File: src/rtl/rm_pkg.sv
package rm_pkg;

    typedef enum logic {
        CASC_ADD = 1'b0,
        CASC_MUL = 1'b1
    } casc_mode_e;

    typedef struct packed {
        casc_mode_e mode;
        logic       pulse;
    } top_state_t;

endpackage

File: src/rtl/rm_rate_decode.sv
// Weighted slot decode: word bit j passes 2**j of every 2**W counter states,
// with disjoint state sets so the selected trains never overlap.
module rm_rate_decode #(
    parameter int W = 4
) (
    input  logic [W-1:0] cnt_i,
    input  logic [W-1:0] word_i,
    output logic         hit_o
);
    logic [W-1:0] bit_match;

    for (genvar j = 0; j < W; j++) begin : g_weight
        localparam int LOW = W - 1 - j;
        if (LOW == 0) begin : g_msb
            assign bit_match[j] = word_i[j] & ~cnt_i[0];
        end else begin : g_lsb
            assign bit_match[j] = word_i[j] & ~cnt_i[LOW] & (&cnt_i[LOW-1:0]);
        end
    end

    assign hit_o = |bit_match;
endmodule

File: src/rtl/rm_stage.sv
// One counting stage: a W-bit binary counter with an advance strobe plus
// its weighted decode.
module rm_stage #(
    parameter int W = 4
) (
    input  logic         clk_i,
    input  logic         rst_i,
    input  logic         adv_i,
    input  logic [W-1:0] word_i,
    output logic [W-1:0] cnt_o,
    output logic         hit_o
);
    logic [W-1:0] cnt_d, cnt_q;

    always_comb begin
        cnt_d = cnt_q;
        if (adv_i) begin
            cnt_d = cnt_q + 1'b1;
        end
        if (rst_i) begin
            cnt_d = '0;
        end
    end

    always_ff @(posedge clk_i) begin
        cnt_q <= cnt_d;
    end

    rm_rate_decode #(.W(W)) u_decode (
        .cnt_i  (cnt_q),
        .word_i (word_i),
        .hit_o  (hit_o)
    );

    assign cnt_o = cnt_q;
endmodule

File: src/rtl/rm_link.sv
// Cascade routing between the two stages for the selected mode.
module rm_link
    import rm_pkg::*;
(
    input  logic       ce_i,
    input  casc_mode_e mode_i,
    input  logic       hi_hit_i,
    input  logic       hi_full_i,
    input  logic       lo_hit_i,
    output logic       hi_adv_o,
    output logic       lo_adv_o,
    output logic       up_pulse_o,
    output logic       lo_pulse_o,
    output logic       pulse_next_o
);
    always_comb begin
        hi_adv_o   = ce_i;
        up_pulse_o = ce_i & hi_hit_i;
        unique case (mode_i)
            CASC_ADD: begin
                lo_adv_o     = ce_i & hi_full_i;
                lo_pulse_o   = ce_i & hi_full_i & lo_hit_i;
                pulse_next_o = up_pulse_o | lo_pulse_o;
            end
            default: begin
                lo_adv_o     = up_pulse_o;
                lo_pulse_o   = up_pulse_o & lo_hit_i;
                pulse_next_o = lo_pulse_o;
            end
        endcase
    end
endmodule

File: src/rtl/rate_mult2.sv
module rate_mult2
    import rm_pkg::*;
#(
    parameter int W = 4
) (
    input  logic         clk_i,
    input  logic         rst_i,
    input  logic         ce_i,
    input  logic         mode_i,
    input  logic [W-1:0] hi_word_i,
    input  logic [W-1:0] lo_word_i,
    output logic         pulse_o
);
    localparam int          NSTAGE  = 2;
    localparam logic [W-1:0] CNT_MAX = {W{1'b1}};

    logic [W-1:0] stage_word [NSTAGE];
    logic [W-1:0] stage_cnt  [NSTAGE];
    logic         stage_hit  [NSTAGE];
    logic         stage_adv  [NSTAGE];

    logic [W-1:0] up_cnt, lo_cnt;
    logic         hi_full;
    logic         up_pulse, lo_pulse, pulse_next;

    top_state_t st_d, st_q;
    casc_mode_e mode_q;

    assign stage_word[0] = hi_word_i;
    assign stage_word[1] = lo_word_i;

    for (genvar s = 0; s < NSTAGE; s++) begin : g_stage
        rm_stage #(.W(W)) u_stage (
            .clk_i  (clk_i),
            .rst_i  (rst_i),
            .adv_i  (stage_adv[s]),
            .word_i (stage_word[s]),
            .cnt_o  (stage_cnt[s]),
            .hit_o  (stage_hit[s])
        );
    end

    assign up_cnt  = stage_cnt[0];
    assign lo_cnt  = stage_cnt[1];
    assign hi_full = (up_cnt == CNT_MAX);
    assign mode_q  = st_q.mode;

    rm_link u_link (
        .ce_i         (ce_i),
        .mode_i       (mode_q),
        .hi_hit_i     (stage_hit[0]),
        .hi_full_i    (hi_full),
        .lo_hit_i     (stage_hit[1]),
        .hi_adv_o     (stage_adv[0]),
        .lo_adv_o     (stage_adv[1]),
        .up_pulse_o   (up_pulse),
        .lo_pulse_o   (lo_pulse),
        .pulse_next_o (pulse_next)
    );

    always_comb begin
        st_d       = st_q;
        st_d.pulse = pulse_next;
        if (rst_i) begin
            st_d.mode  = casc_mode_e'(mode_i);
            st_d.pulse = 1'b0;
        end
    end

    always_ff @(posedge clk_i) begin
        st_q <= st_d;
    end

    assign pulse_o = st_q.pulse;
endmodule

File: config.mk
export PLATFORM = sky130hd
export DESIGN_NAME = rate_mult2
export DESIGN_NICKNAME = d
export VERILOG_FILES = /design/src/rtl/rm_pkg.sv /design/src/rtl/rm_rate_decode.sv /design/src/rtl/rm_stage.sv /design/src/rtl/rm_link.sv /design/src/rtl/rate_mult2.sv
export SDC_FILE = /design/constraint.sdc
export NUM_CORES = 1
export LEC_CHECK = 0
export BUFFER_PORTS_ARGS = -buffer_cell sky130_fd_sc_hd__clkbuf_2
export CAP_MARGIN = 20
export CORE_AREA = 2 2 39 41
export DETAILED_ROUTE_END_ITERATION = 7
export DIE_AREA = 0 0 41 43
export GPL_TIMING_DRIVEN = 0
export HOLD_SLACK_MARGIN = 0.06
export SYNTH_ARGS = -nofsm -noshare
export SYNTH_HDL_FRONTEND = slang
export SYNTH_HIERARCHICAL = 1
export SYNTH_SLANG_ARGS = --single-unit
File: constraint.sdc
create_clock -name clk_i -period 2.2 [get_ports clk_i]
set_input_delay 0.33 -clock clk_i [delete_from_list [all_inputs] [get_ports clk_i]]
set_output_delay 0.33 -clock clk_i [all_outputs]
set_load 0.01 [all_outputs]
## Word-level counts from Yosys, hierarchy flattened

Cells that the tools add are included.

- Eq/ne operators: 1
- Mux-type cells: 2
- Bitwise logic cells: 27
- Reductions and logical operators: 6
- Add/sub/neg operators: 2

Operators with widths:

| cell | number |
|---|---|
| 1-bit AND | 18 |
| 4-bit by 1-bit adder with 4-bit output, second input constant | 2 |
| 1-bit inverter | 8 |
| 4-bit OR reduction | 2 |
| 3-bit AND reduction | 2 |
| 4-bit equality test, second input constant | 1 |
| 2-bit AND reduction | 2 |
| 1-bit 2-to-1 mux | 2 |
| 1-bit OR | 1 |

- Register bits after elaboration: 10
- Word-level logic and storage cells: 42
- Output and inout bits: 1

## Depth between registers and ports, before layout

Gate-level depths: netlist of the first run.

- Word-level depth: 7
- Gate-level depth with buffers: 7

## Cells and area by module

Netlist of the first run, hierarchy kept.

Modules (own cells, without submodules):

| module | cells an instance | area an instance (um^2) | times used | seq. area each (um^2) |
|---|---|---|---|---|
| rm_stage | 16 | 178.9 | 2 | 80.1 |
| rm_rate_decode | 6 | 37.5 | 2 | 0.0 |
| rate_mult2 | 4 | 65.1 | 1 | 50.0 |
| rm_link | 9 | 58.8 | 1 | 0.0 |

## Worst setup path before layout of the first run

OpenSTA, ideal clock, no wires.

- Path type: register -> register
- Start point: reg g_stage[0].u_stage.cnt_q[2]
- End point: reg g_stage[1].u_stage.cnt_q[3]
- Stages on the path, launching flop included: 8
- Path slack: 567 ps
- Arrival: 1512 ps
- Library setup time: 121 ps
- Required time: 2079 ps
- Cell sequence: dfxtp_1 -> nand3b_1 -> o2111ai_1 -> o211a_1 -> mux2i_1 -> nor2b_1 -> nand4_2 -> mux2_4

RTL lines:

| what | RTL line | RTL |
|---|---|---|
| start, declared | rm_stage.sv:13 | `logic [W-1:0] cnt_d, cnt_q;` |
| start signal, assigned | rm_stage.sv:26 | `cnt_q <= cnt_d;` |
| end signal, assigned | rm_stage.sv:26 |  |
| end, declared | rm_stage.sv:13 |  |

==> qor.csv, run 1 <==
metric,value,unit
status,completed,
cts.repair.resized,0,
syn_nets,70,
cts_hold_buf,0,
grt_pass1_wl,1570,um
drv_cap,0,
rsz0062_at_grt,no,
cts_tree,built,
fmax,552,MHz
core_area,0.00138,mm2
grt_overflow,0,
dpl_cell_area,633,um2
worstSetupStartpointType,flop,
finalMaxSlewViolations,0,
cts_buffers,3,
io_pins,13,
num_antenna_cells,0,
p_leak,0.309,nW
clkLatencyLatePin,0.27,ns
clock_path_buffers,2,
period_share,0.823,
dieWidth,41,um
netlist_area,553,um2
setup-tns-final,0,ns
grt_usage,0.144,
cp_slowest_cell,dfxtp_1,
root_buffer,clkbuf_4,
setup_viol,0,
endpoint_kind,flop,
dp_hpwl,663,um
area_delta_synth_final,19.2,%
wl,918,um
synth.yosys.warnings,6,
grt_max_degree,13,
dp_cells,84,
finalHoldViolations,0,
hp-class,in -> reg,
start_util,0.400,
r2r_setup_slack,0.39,ns
die_h,43,um
num_vias,435,
post_drt_wl_per_cell,10.4,um
syn_inst,56,
stdcell_count,88,
path_cells,nand3b_1 -> o2111ai_1 -> o211a_1 -> mux2i_1 -> nor2b_1 -> nand4_2 -> mux2_4,
rows,14,
crit_arrival,1.97,ns
crit_type,reg -> reg,
dr.pass1.iters,4,
detail-route-antenna-nets,0,
finalWorstPathRequiredPeriod,1.81,ns
final_cell_area,659,um2
grt_pass1_vias,394,
drc,0,
total_power,0.392,mW
nets,87,
tightestPinTransition,0.432,ns
cpPeakStageDelay,0.40,ns
vdd_drop_max,0.000288,V
drt_iter0_drc,4,
dieArea,0.00176,mm2
postCtsSetupBuffers,0,
viasPerCell,4.94,
fin_skew,0.00186,ns
globalplace.congestion,0.705,
relSlewSlack,0.712,
io_buffers,12,
clk_pin_slew_worst_paths,0.07,ns
htreeDepth,1,
antenna_found_initial,0,
synth_area_per_cell,9.88,um2
cts_sinks,10,
cp.required,2.36,ns
crit_path_max_fanout,6,
cellPowerDensity,594,mW/mm2
final_layout_size_suffix_gt1_frac,0.306,
==> through the flow <==
stage	hold slack, ns	setup WS [ns]	util
2_1_floorplan	0.399	0.586	-
4_1_cts	0.228	0.399	0.476
3_5_place_dp	0.514	0.374	0.458
6_report	0.235	0.389	0.476
3_3_place_gp	0.507	0.387	0.458
5_1_grt	0.218	0.203	0.476
==> state kept, by name, indices dropped and copies added (netlist names) <==
signal / flops
mode_q: 1
pulse_o: 1
g_stage.u_stage/cnt_o: 8
==> where the power goes <==
group          switching (mW)  leakage [nW]  total (mW)  internal, mW
Clock                  0.0650        0.0150       0.135        0.0703
Sequential             0.0120        0.0830       0.205         0.193
Combinational          0.0227         0.211      0.0515        0.0288
==> critical path, delay by kind of cell (launching register included) <==
| family | cells | cell delay (ns) |
|---|---|---|
| simple gates | 3 | 0.61 |
| flops | 1 | 0.40 |
| mux | 2 | 0.40 |
| compound gates | 2 | 0.29 |
==> placed cells by master (no fill, tap or decap) <==
| cell type | count |
|---|---|
| clkbuf_2 | 12 |
| dfxtp_1 | 9 |
| nor2_1 | 8 |
| nor2b_1 | 4 |
| nand3b_1 | 4 |
| clkbuf_4 | 3 |
| mux2i_1 | 3 |
| nand2_1 | 3 |
| xnor2_1 | 2 |
| a21bo_2 | 2 |
| a21oi_1 | 2 |
| nand4_2 | 2 |
| mux2_4 | 2 |
| ha_1 | 2 |
| inv_1 | 2 |
| o2111ai_1 | 2 |
| o211a_1 | 2 |
| nand2b_1 | 2 |
| and4_1 | 1 |
| clkbuf_1 | 1 |
| edfxtp_1 | 1 |
| and2_1 | 1 |
| o2bb2ai_1 | 1 |
| buf_4 | 1 |
==> layout make-up <==
cell class                 count  area, um2
fill                         129        724
multi-input combinational     43        328
sequential                    10        210
timing repair buffer          12       60.1
clock buffer                   4       26.3
tap                           16       20.0
buffer                         1       7.51
inverter                       2       7.51
==> worst paths after layout <==
check,from,endpoint,cells past startpoint
max reg2reg,g_stage[0].u_stage/cnt_o[2],g_stage[1].u_stage/cnt_o[3],7
min,mode_i,mode_q,1
max,g_stage[0].u_stage/cnt_o[2],g_stage[1].u_stage/cnt_o[3],7
min reg2reg,g_stage[1].u_stage/cnt_o[3],g_stage[1].u_stage/cnt_o[3],2
==> per-layer routing <==
| layer | global-route usage | vias up | part of all wire |
|---|---|---|---|
| met2 | 0.191 | 11 | 0.44 |
| met4 | 0.100 | 0 | 0.012 |
| li1 | - | 231 | - |
| met3 | 0.0942 | 2 | 0.065 |
| met1 | 0.159 | 191 | 0.48 |
| met5 | 0 | - | 0 |
(Power assumes the default switching activity.)
==> run 2: changes to the inputs <==
--- a/config.mk
+++ b/config.mk
@@ -12,6 +12,7 @@
 export DIE_AREA = 0 0 41 43
 export GPL_TIMING_DRIVEN = 0
 export HOLD_SLACK_MARGIN = 0.06
+export PLACE_DENSITY = 0.67
 export SYNTH_ARGS = -nofsm -noshare
 export SYNTH_HDL_FRONTEND = slang
 export SYNTH_HIERARCHICAL = 1
==> constraint.sdc (replaced) <==
create_clock -name clk_i -period 1.6 [get_ports clk_i]
set_input_delay 0.24 -clock clk_i [delete_from_list [all_inputs] [get_ports clk_i]]
set_output_delay 0.24 -clock clk_i [all_outputs]
set_load 0.01 [all_outputs]
==> run 2 against run 1 <==
  * Cell count is 2.3% higher
  * Critical endpoint unchanged
  * First-iteration DRC count is 50% lower
  * Critical path type unchanged
  * Total power is 39% higher
  * Global-route usage is 1.1 points lower
  * Register-to-register slack worse by 0.29 ns
  * Hold slack worse by 0.085 ns
  * Die area stayed put
  * Worst setup slack worse by 0.29 ns
  * Via count is 7.4% higher
  * Utilization is 2.5 points higher
==> qor.csv, run 2 (synthesis results as in run 1) <==
metric,value,unit,change
cts_buffers,3,,unchanged
crit_type,reg -> reg,,
final_layout_size_suffix_gt1_frac,0.405,,+0.0998
finalMaxSlewViolations,0,,unchanged
stdcell_count,90,,+2.3%
vdd_drop_max,0.000392,V,+36%
clock_path_buffers,2,,unchanged
finalHoldViolations,0,,unchanged
num_antenna_cells,0,,unchanged
fmax,667,MHz,+21%
tightestPinTransition,0.258,ns,-0.174 ns
timing.hold.ws,0.150,ns,-0.0847 ns
mostFrequentLayoutCell,clkbuf_2,,
finalWorstPathRequiredPeriod,1.50,ns,-0.310 ns
cts_hold_buf,0,,unchanged
clkLatencyLatePin,0.27,ns,about the same
grt_pass1_wl,1530,um,-2.7%
dp_hpwl,715,um,+7.8%
cts_sinks,10,,unchanged
final_cell_mix,"12 x clkbuf_2, 8 x nor2_1, 5 x dfxtp_1",,
fin_skew,0.0154,ns,+0.0136 ns
dp_cells,84,,unchanged
area_delta_synth_final,25.6,%,
drt_iter0_drc,2,,-2
period_share,0.938,,+0.115
grt_usage,0.133,,-0.0107
worstSetupStartpointType,flop,,
globalplace.congestion,0.724,,+2.7%
die_h,43,um,unchanged
setup_viol,0,,unchanged
drv_cap,0,,unchanged
rsz0062_at_grt,no,,
viasPerCell,5.19,,+5.0%
rows,14,,unchanged
cp.required,1.77,ns,-0.59 ns
detail-route-antenna-nets,0,,unchanged
io_buffers,12,,unchanged
endpoint_kind,flop,,
root_buffer,clkbuf_4,,
largest_reg_flops,8,,unchanged
fillCellCount,135,,+4.7%
grt_max_degree,13,,unchanged
p_leak,0.323,nW,+4.7%
relSlewSlack,0.828,,+0.116
nets,89,,+2.3%
dr.pass1.iters,3,,-1
htreeDepth,1,,unchanged
io_pins,13,,unchanged
cts_tree,built,,
drc,0,,unchanged
start_util,0.400,,unchanged
hp-class,in -> reg,,
grt_overflow,0,,unchanged
dieWidth,41,um,unchanged
cellPowerDensity,784,mW/mm2,+32%
status,completed,,
crit_path_max_fanout,3,,-3
dieArea,0.00176,mm2,unchanged
antenna_found_initial,0,,unchanged
wl,989,um,+7.7%
num_vias,467,,+7.4%
setup-tns-final,0,ns,unchanged
crit_arrival,1.67,ns,-0.30 ns
grt_pass1_vias,389,,-1.3%
post_drt_wl_per_cell,11.0,um,+5.3%
core_area,0.00138,mm2,unchanged
clk_pin_slew_worst_paths,0.07,ns,about the same
run 2: cell count changes in the layout (fill, tap and decap cells not counted), sizes merged:
| cell | delta |
|---|---|
| buf | +2 |
run 2: power by group:
part,switching (mW),internal (mW)
sequential,0.0178,0.265
combinational,0.0333,0.0437
clock,0.0883,0.0962
total,0.139,0.405
run 2: worst max-delay path: stages, from the launching register on:
cell and delay (ns):
dfxtp_2 0.32, nand3b_1 0.16, o2111ai_2 0.06, o211a_1 0.19, mux2i_1 0.09, nor2b_2 0.17
nand4_2 0.11, mux2_4 0.31
run 2: timing repair:
action	in CTS	in global routing
resized for setup	0	7
setup endpoints to repair	1	4
pin swaps	0	1
setup buffers	1	1
run 2: layer usage:
layer  vias up  GRT usage  part of all wire
met5         -          0                 0
met4         0     0.0400                 0
met3         0     0.0942             0.058
met2         9      0.191              0.49
met1       224      0.154              0.45
li1        234          -                 -
run 2: final timing paths:
| check | endpoint | slack, ns | from | depth (start not counted) |
|---|---|---|---|---|
| max | g_stage[1].u_stage/cnt_o[3] | 0.1 | g_stage[0].u_stage/cnt_o[3] | 7 |
| min reg2reg | g_stage[0].u_stage/cnt_o[1] | 0.56 | g_stage[0].u_stage/cnt_o[1] | 2 |
| min | mode_q | 0.15 | mode_i | 1 |
| max reg2reg | g_stage[1].u_stage/cnt_o[3] | 0.1 | g_stage[0].u_stage/cnt_o[3] | 7 |
run 2: layout make-up:
| type | instances | area (um2) | share of cell area |
|---|---|---|---|
| flip-flops and latches | 10 | 218 | 0.314 |
| plain buffers | 1 | 7.51 | 0.0108 |
| repair buffers | 14 | 78.8 | 0.114 |
| well taps | 16 | 20.0 | 0.0288 |
| multi-input cells | 43 | 337 | 0.485 |
| inverters | 2 | 7.51 | 0.0108 |
| clock buffers | 4 | 26.3 | 0.0378 |
run 2: per-stage QoR:
step | instance area, um2 | power, mW | util | setup slack, ns
3_5_place_dp | 636 | 0.360 | 0.459 | -0.0718
2_1_floorplan | 556 | 0.332 | - | 0.0901
6_report | 694 | 0.544 | 0.502 | 0.0997
4_1_cts | 669 | 0.549 | 0.484 | 0.0875
5_1_grt | 694 | 0.576 | 0.502 | 0.00553
3_3_place_gp | 636 | 0.358 | 0.459 | -0.0333
